File: src/rtl/irq_coalesce_pkg.sv
package irq_coalesce_pkg;

  typedef struct packed {
    logic timer_en;
    logic event_en;
  } holdoff_en_t;

  // Release rule: no path enabled means no holdoff; otherwise any open
  // enabled path is enough.
  function automatic logic window_open(input holdoff_en_t en,
                                       input logic timer_open,
                                       input logic event_open);
    logic bypass;
    bypass = !en.timer_en && !en.event_en;
    return bypass || (en.timer_en && timer_open) || (en.event_en && event_open);
  endfunction

  function automatic logic irq_active(input logic pend,
                                      input logic win,
                                      input logic any_other);
    return (pend && win) || any_other;
  endfunction

endpackage

File: src/rtl/irq_interval_timer.sv
module irq_interval_timer #(
  parameter int TIME_W = 16
) (
  input  logic              clk,
  input  logic              rst_n,
  input  logic              tick_i,
  input  logic              clk_wr_i,
  input  logic [TIME_W-1:0] clk_wdata_i,
  input  logic              alarm_wr_i,
  input  logic [TIME_W-1:0] alarm_wdata_i,
  output logic [TIME_W-1:0] clock_o,
  output logic              open_o
);
  localparam logic [TIME_W-1:0] TMAX = '1;

  function automatic logic [TIME_W-1:0] sat_step(input logic [TIME_W-1:0] v);
    return (v == TMAX) ? v : v + 1'b1;
  endfunction

  function automatic logic past_alarm(input logic [TIME_W-1:0] c,
                                      input logic [TIME_W-1:0] a);
    return c > a;
  endfunction

  logic [TIME_W-1:0] clock_q, alarm_q;
  logic              clock_at_max;

  assign clock_at_max = (clock_q == TMAX);

  always_ff @(posedge clk or negedge rst_n) begin
    if (!rst_n) begin
      clock_q <= '0;
    end else if (clk_wr_i) begin
      clock_q <= clk_wdata_i;
    end else if (tick_i) begin
      clock_q <= sat_step(clock_q);
    end
  end

  always_ff @(posedge clk or negedge rst_n) begin
    if (!rst_n) alarm_q <= '0;
    else if (alarm_wr_i) alarm_q <= alarm_wdata_i;
  end

  assign clock_o = clock_q;
  assign open_o  = past_alarm(clock_q, alarm_q);

  p_sat_hold_r5: assert property (@(posedge clk) disable iff (!rst_n)
    (clock_at_max && tick_i && !clk_wr_i) |=> clock_at_max);

  p_load_r5: assert property (@(posedge clk) disable iff (!rst_n)
    clk_wr_i |=> (clock_q == $past(clk_wdata_i)));

  p_equal_closed_r6: assert property (@(posedge clk) disable iff (!rst_n)
    (clock_q == alarm_q) |-> !open_o);

endmodule

File: src/rtl/irq_event_window.sv
module irq_event_window #(
  parameter int EVT_W = 8
) (
  input  logic             clk,
  input  logic             rst_n,
  input  logic             sq_wr_i,
  input  logic             stat_rd_i,
  input  logic             thresh_wr_i,
  input  logic [EVT_W-1:0] thresh_wdata_i,
  output logic             open_o
);
  function automatic logic [EVT_W-1:0] bounded_step(input logic [EVT_W-1:0] c,
                                                    input logic [EVT_W-1:0] lim);
    return (c < lim) ? c + 1'b1 : c;
  endfunction

  logic [EVT_W-1:0] cnt_q, thresh_q;

  always_ff @(posedge clk or negedge rst_n) begin
    if (!rst_n) thresh_q <= '0;
    else if (thresh_wr_i) thresh_q <= thresh_wdata_i;
  end

  always_ff @(posedge clk or negedge rst_n) begin
    if (!rst_n) begin
      cnt_q <= '0;
    end else if (stat_rd_i) begin
      cnt_q <= '0;
    end else if (sq_wr_i) begin
      cnt_q <= bounded_step(cnt_q, thresh_q);
    end
  end

  assign open_o = (cnt_q >= thresh_q);

  p_read_clears_r8: assert property (@(posedge clk) disable iff (!rst_n)
    stat_rd_i |=> (cnt_q == '0));

  p_stays_open_r10: assert property (@(posedge clk) disable iff (!rst_n)
    (open_o && !stat_rd_i && !thresh_wr_i) |=> open_o);

  p_one_step_r7: assert property (@(posedge clk) disable iff (!rst_n)
    (!stat_rd_i) |=> (cnt_q - $past(cnt_q) <= 1));

endmodule

File: src/rtl/irq_coalesce_top.sv
module irq_coalesce_top
  import irq_coalesce_pkg::*;
#(
  parameter int TIME_W    = 16,
  parameter int EVT_W     = 8,
  parameter int NUM_OTHER = 4
) (
  input  logic                 clk,
  input  logic                 rst_n,
  input  logic                 tick_i,
  input  logic                 sq_wr_i,
  input  logic [NUM_OTHER-1:0] other_irq_i,
  input  logic                 timer_en_i,
  input  logic                 event_en_i,
  input  logic                 alarm_wr_i,
  input  logic [TIME_W-1:0]    alarm_wdata_i,
  input  logic                 clk_wr_i,
  input  logic [TIME_W-1:0]    clk_wdata_i,
  input  logic                 thresh_wr_i,
  input  logic [EVT_W-1:0]     thresh_wdata_i,
  input  logic                 stat_rd_i,
  output logic [TIME_W-1:0]    clock_val_o,
  output logic                 irq_n_o
);
  holdoff_en_t en;
  logic        timer_open, event_open, win_open, any_other, sq_pend_q;

  assign en.timer_en = timer_en_i;
  assign en.event_en = event_en_i;
  assign any_other   = |other_irq_i;

  irq_interval_timer #(.TIME_W(TIME_W)) u_timer (
    .clk           (clk),
    .rst_n         (rst_n),
    .tick_i        (tick_i),
    .clk_wr_i      (clk_wr_i),
    .clk_wdata_i   (clk_wdata_i),
    .alarm_wr_i    (alarm_wr_i),
    .alarm_wdata_i (alarm_wdata_i),
    .clock_o       (clock_val_o),
    .open_o        (timer_open)
  );

  irq_event_window #(.EVT_W(EVT_W)) u_event (
    .clk            (clk),
    .rst_n          (rst_n),
    .sq_wr_i        (sq_wr_i),
    .stat_rd_i      (stat_rd_i),
    .thresh_wr_i    (thresh_wr_i),
    .thresh_wdata_i (thresh_wdata_i),
    .open_o         (event_open)
  );

  // Write has priority over an acknowledge in the same cycle.
  always_ff @(posedge clk or negedge rst_n) begin
    if (!rst_n) sq_pend_q <= 1'b0;
    else if (sq_wr_i) sq_pend_q <= 1'b1;
    else if (stat_rd_i) sq_pend_q <= 1'b0;
  end

  assign win_open = window_open(en, timer_open, event_open);
  assign irq_n_o  = !irq_active(sq_pend_q, win_open, any_other);

  p_other_passthru_r1: assert property (@(posedge clk) disable iff (!rst_n)
    any_other |-> !irq_n_o);

  p_pend_hold_r3: assert property (@(posedge clk) disable iff (!rst_n)
    (sq_pend_q && !stat_rd_i) |=> sq_pend_q);

  p_write_wins_r3: assert property (@(posedge clk) disable iff (!rst_n)
    sq_wr_i |=> sq_pend_q);

  p_nodelay_r4: assert property (@(posedge clk) disable iff (!rst_n)
    (sq_pend_q && !timer_en_i && !event_en_i) |-> !irq_n_o);

  p_parallel_r9: assert property (@(posedge clk) disable iff (!rst_n)
    (sq_pend_q && ((timer_en_i && timer_open) || (event_en_i && event_open)))
      |-> !irq_n_o);

  p_idle_high_r2: assert property (@(posedge clk) disable iff (!rst_n)
    (!sq_pend_q && !any_other) |-> irq_n_o);

endmodule

File: config.mk
export PLATFORM = sky130hd
export DESIGN_NAME = irq_coalesce_top
export DESIGN_NICKNAME = d
export VERILOG_FILES = /design/src/rtl/irq_coalesce_pkg.sv /design/src/rtl/irq_interval_timer.sv /design/src/rtl/irq_event_window.sv /design/src/rtl/irq_coalesce_top.sv
export SDC_FILE = /design/constraint.sdc
export NUM_CORES = 1
export LEC_CHECK = 0
export ABC_AREA = 1
export BUFFER_PORTS_ARGS = -buffer_cell sky130_fd_sc_hd__buf_2
export CAP_MARGIN = 20
export CORE_AREA = 2 2 82 84
export DETAILED_ROUTE_END_ITERATION = 6
export DIE_AREA = 0 0 84 86
export GPL_TIMING_DRIVEN = 0
export MAX_ROUTING_LAYER = met4
export PLACE_DENSITY_LB_ADDON = 0.2
export SLEW_MARGIN = 5
export SYNTH_ARGS = -nofsm -noshare
export SYNTH_HDL_FRONTEND = slang
export SYNTH_SLANG_ARGS = --single-unit
File: constraint.sdc
create_clock -name clk -period 3.3 [get_ports clk]
set_input_delay 0.66 -clock clk [delete_from_list [all_inputs] [get_ports clk]]
set_output_delay 0.66 -clock clk [all_outputs]
set_load 0.02 [all_outputs]
=== Word-level counts from Yosys, hierarchy flattened ===
Cells that the tools add are included.

* Eq/ne operators: 2
* Add/subtract/negate cells: 2
* Reductions and logical operators: 16
* Magnitude comparators: 3
* Muxes and demuxes: 8

{| class="wikitable"
|+ Operator list
! kind !! count
|-
| $mux W16 || 3
|-
| $mux W8 || 3
|-
| $add A16 B1 Y16 const B || 1
|-
| $eq A16 B16 Y1 const B || 1
|-
| $gt A16 B16 Y1 || 1
|-
| $add A8 B1 Y8 const B || 1
|-
| $ge A8 B8 Y1 || 1
|-
| $lt A8 B8 Y1 || 1
|-
| $reduce_bool A2 Y1 || 3
|-
| $logic_and A1 B1 Y1 || 4
|-
| $reduce_and A2 Y1 || 2
|-
| $reduce_or A4 Y1 || 1
|-
| $logic_not A1 Y1 || 3
|-
| $logic_or A1 B1 Y1 || 3
|-
| $mux W1 || 2
|-
| $ne A2 B2 Y1 const B || 1
|}

* Register bits: 49

=== Logic depth before layout (Yosys ltp) ===
* Word-level depth: 7
* Depth in mapped cells: 14
* Gate-level depth less buffers: 14

=== Cells and area by module ===
Synthesis repeated with hierarchy kept, for this count alone.

* Cells, all modules: 443
* Area total of the unflattened synthesis: 3229.3 um^2

{| class="wikitable"
|+ Modules (own cells, without submodules)
! module !! seq. area each (um^2) !! cells each !! times used !! area an instance (um^2)
|-
| irq_interval_timer || 800.8 || 306 || 1 || 2172.1
|-
| irq_event_window || 400.4 || 123 || 1 || 974.7
|-
| irq_coalesce_top || 25.0 || 14 || 1 || 82.6
|}

=== Worst setup path before layout ===
No wires, ideal clock.

* Path kind: reg-to-output
* Start point: reg u_timer.clock_q[7] (netlist: u_timer.clock_o[7])
* End point: out irq_n_o
* Cell stages (with the launch flop): 10
* Arrival: 1.637 ns
* Slack: 1.003 ns
* Path buffers: 0
* Cells stage by stage: dfrtp_1 ha_1 nand2_1 nor2_1 nand4_1 nor2_1 nor2_1 nand2_1 nand2_1 a21oi_1

* Longest elaborated chain between the ends: 7

{| class="wikitable"
|+ Ends and longest elaborated chain
! item !! line !! RTL
|-
| start, declared || irq_interval_timer.sv:25 || <nowiki>logic [TIME_W-1:0] clock_q, alarm_q;</nowiki>
|-
| start signal, assigned || irq_interval_timer.sv:34 || <nowiki>clock_q <= clk_wdata_i;</nowiki>
|-
| start signal, assigned || irq_interval_timer.sv:36 || <nowiki>clock_q <= sat_step(clock_q);</nowiki>
|-
| $gt A16 B16 Y1 || irq_interval_timer.sv:22 || <nowiki>return c > a;</nowiki>
|-
| $logic_and A1 B1 Y1 || irq_coalesce_pkg.sv:15 || <nowiki>return bypass || (en.timer_en && timer_open) || (en.event_en && event_open);</nowiki>
|-
| $logic_or A1 B1 Y1 (2 in a row) || irq_coalesce_pkg.sv:15 ||
|-
| $logic_and A1 B1 Y1 || irq_coalesce_pkg.sv:21 || <nowiki>return (pend && win) || any_other;</nowiki>
|-
| $logic_or A1 B1 Y1 || irq_coalesce_pkg.sv:21 ||
|-
| $logic_not A1 Y1 || irq_coalesce_top.sv:62 || <nowiki>assign irq_n_o = !irq_active(sq_pend_q, win_open, any_other);</nowiki>
|-
| end, declared || irq_coalesce_top.sv:23 || <nowiki>output logic irq_n_o</nowiki>
|}

No other way between the ends.

=== Worst setup path in the final report ===
Same ends and word-level chain as after synthesis.

==> metrics.cfg <==
[run_status]
status = complete, no violations

[floorplan]
die-area_um2 = 7220
start_util = 0.488
dieHeight_um = 86
fp.dieW_um = 84
row_count = 29
core_um2 = 6280
io_pins = 71

[placement]
pre_cts_slack_ps = 979
postPlaceCellArea_um2 = 3530
dp_hpwl_mm = 5.31
portBuffers = 70
routabilityCongestion = 0.822
dp.cells = 543

[global_route]
grt_pass1_vias = 2642
grt_max_degree = 26
grt_use_total = 0.211
overflow = 0
grt_pass1_wl_mm = 12.0
antenna_found_initial = 0

[detailed_routing]
dr_total_vias = 2709
firstDrtPassIters = 4
viasPerCell = 4.93
ant_nets = 0
totalWireLength_mm = 6.87
wl_per_cell_um = 12.5
drc = 0
drt-initial-drc-count = 116

[timing]
setup_viol = 0
rsz0062_at_grt = no
finalMaxSlewViolations = 0
min_period_ps = 2630
finClkSkew_ps = 2.40
relSlewSlack = 0.605
finalWorstSetupSlack_ps = 671
setup_tns_ps = 0
worst_slew_pin_slew_ps = 592
max_freq_mhz = 380
hold_viol = 0
fin_crit_sh = 0.797

[yosys]
synth.distinct_cells = 30
synth_fa_ha_area_frac = 0.106
synthXorXnorAreaFrac = 0.0372
synthCells = 395
ys_seq_area_frac = 0.400
syn_nets = 475
yosys_warnings = 0
synth_mux_area_frac = 0.0110
avgSynthCellArea_um2 = 7.75
synth-seq-cells = 49
synth_compound_area_frac = 0.0976
yosys.area_share.simple = 0.261
synth_top_family_by_area = simple AND/OR/NAND/NOR gates
netlist_area_um2 = 3060

[cts]
clockRootBuffer = clkbuf_8
postCtsSetupBuffers = 0
cts_htree_levels = 2
cts_buffers = 5
ctsResizeCount = 0
path_clk_slew_ps = 90
cts.sinks = 49
clock_latency_ps = 300
hold_buffers = 0
clk_path_buf_depth = 2
tritoncts = done

[final_layout]
diodes = 0
num-nets-final = 553
area_growth_pct = 18.6
register_area_um2 = 1230
multi_input_area_um2 = 1570
layout_commonest_cell = nand2_1
layout-drive-gt1-share = 0.209
final_cell_area_um2 = 3630
nFillCells = 592
mostFrequentLayoutCells = 117 x nand2_1, 71 x buf_2, 51 x inv_1
fin_cells = 550

[critical_path]
path_buf_inv = 1
cp_max_fo = 6
path_delay_family = simple AND/OR/NAND/NOR gates
crit_arrival_ps = 1970
required_ps = 2640
cp_slowest_cell = dfrtp_1
max_stage_delay_ps = 460
crit_chain = ha_1, nand2_1, nor2_1, nand4_1, nor2_1, nor2_1, nand2_1, nand2_1, a21oi_1, buf_2
start_kind = register
worstSetupPathType = reg2out
end_kind = primary output

[pwr]
finalPower_w = 0.00150
p_leak_nw = 1.94
power.density_nw_per_um2 = 414
irDropWorstVdd_v = 0.000225

[worst_hold_path]
hold_path.class = in2async

[run]
drv_cap = 0

-- final timing paths --
path	startpoint	end	slack (ps)	cells after the start
max in group asynchronous	rst_n	u_timer.alarm_q[3]	2400	2
hold / removal	rst_n	u_timer.alarm_q[12]	350	1
hold reg to reg	sq_pend_q	sq_pend_q	500	1
min in group clk	sq_pend_q	sq_pend_q	500	1
setup reg to reg	u_event.cnt_q[3]	u_event.cnt_q[2]	1480	11
setup / recovery	u_timer.clock_o[7]	irq_n_o	670	10
-- flip-flops by register name, summed over array words and instances, names as in the netlist --
register / count
sq_pend_q: 1
u_event.cnt_q: 8
u_timer.clock_o: 16
u_timer.alarm_q: 16
u_event.thresh_q: 8
-- kinds of logic after synthesis --
| group | after synthesis |
|---|---|
| mux | 3 |
| xor+xnor | 13 |
| simple gates | 186 |
| buf+inv | 63 |
| fa+ha+maj | 26 |
| flops | 49 |
| compound gates | 55 |
-- per-stage QoR --
stage | hold WS [ps] | utilization
finish | 351 | 0.579
global route | 385 | 0.579
CTS | 366 | 0.579
detailed placement | 477 | 0.562
global placement | 463 | 0.559
floorplan | 364 | -
-- layer usage --
| metal | GRT usage | vias to the layer above | routed length [um] |
|---|---|---|---|
| met5 | - | - | 0 |
| met4 | 0.0396 | 0 | 23 |
| met3 | 0.0375 | 2 | 344 |
| met1 | 0.291 | 1226 | 3450 |
| met2 | 0.332 | 57 | 3060 |
| li1 | - | 1424 | - |
-- report_power, final --
group / switching (W) / internal [W]
sequential: 0.0000603 / 0.000655
combinational: 0.000214 / 0.000149
clock: 0.000205 / 0.000221
-- Yosys cell counts --
library cell / n / area [um^2]
inv_2: 1 / 3.75
nand2_2: 1 / 6.26
nor2_2: 2 / 12.5
inv_1: 51 / 191
o21ai_2: 1 / 8.76
buf_2: 1 / 5.00
xnor2_1: 4 / 35.0
o21bai_1: 1 / 7.51
a21oi_2: 2 / 17.5
ha_1: 26 / 325
buf_4: 1 / 7.51
mux2_2: 3 / 33.8
a21o_1: 2 / 15.0
or4_1: 1 / 7.51
nor2_4: 1 / 11.3
dfrtp_1: 49 / 1230
clkbuf_1: 6 / 22.5
nor3_2: 3 / 30.0
buf_6: 3 / 33.8
o21a_1: 1 / 7.51
nand2_1: 117 / 439
nor3_1: 1 / 5.00
a21oi_1: 13 / 65.1
o21ai_0: 34 / 170
nand4_1: 7 / 43.8
nor2_1: 24 / 90.1
nand3_2: 2 / 20.0
xor2_1: 9 / 78.8
nand3_1: 27 / 135
o31ai_1: 1 / 7.51
-- final cells by class --
| class | count | area share |
|---|---|---|
| plain buffers | 11 | 0.0189 |
| clock buffers | 5 | 0.0189 |
| clock inverters | 2 | 0.00964 |
| inverters | 52 | 0.0537 |
| multi-input cells | 283 | 0.433 |
| flip-flops and latches | 49 | 0.337 |
| well taps | 77 | 0.0265 |
| repair buffers | 71 | 0.102 |
(Power assumes the default switching activity.)
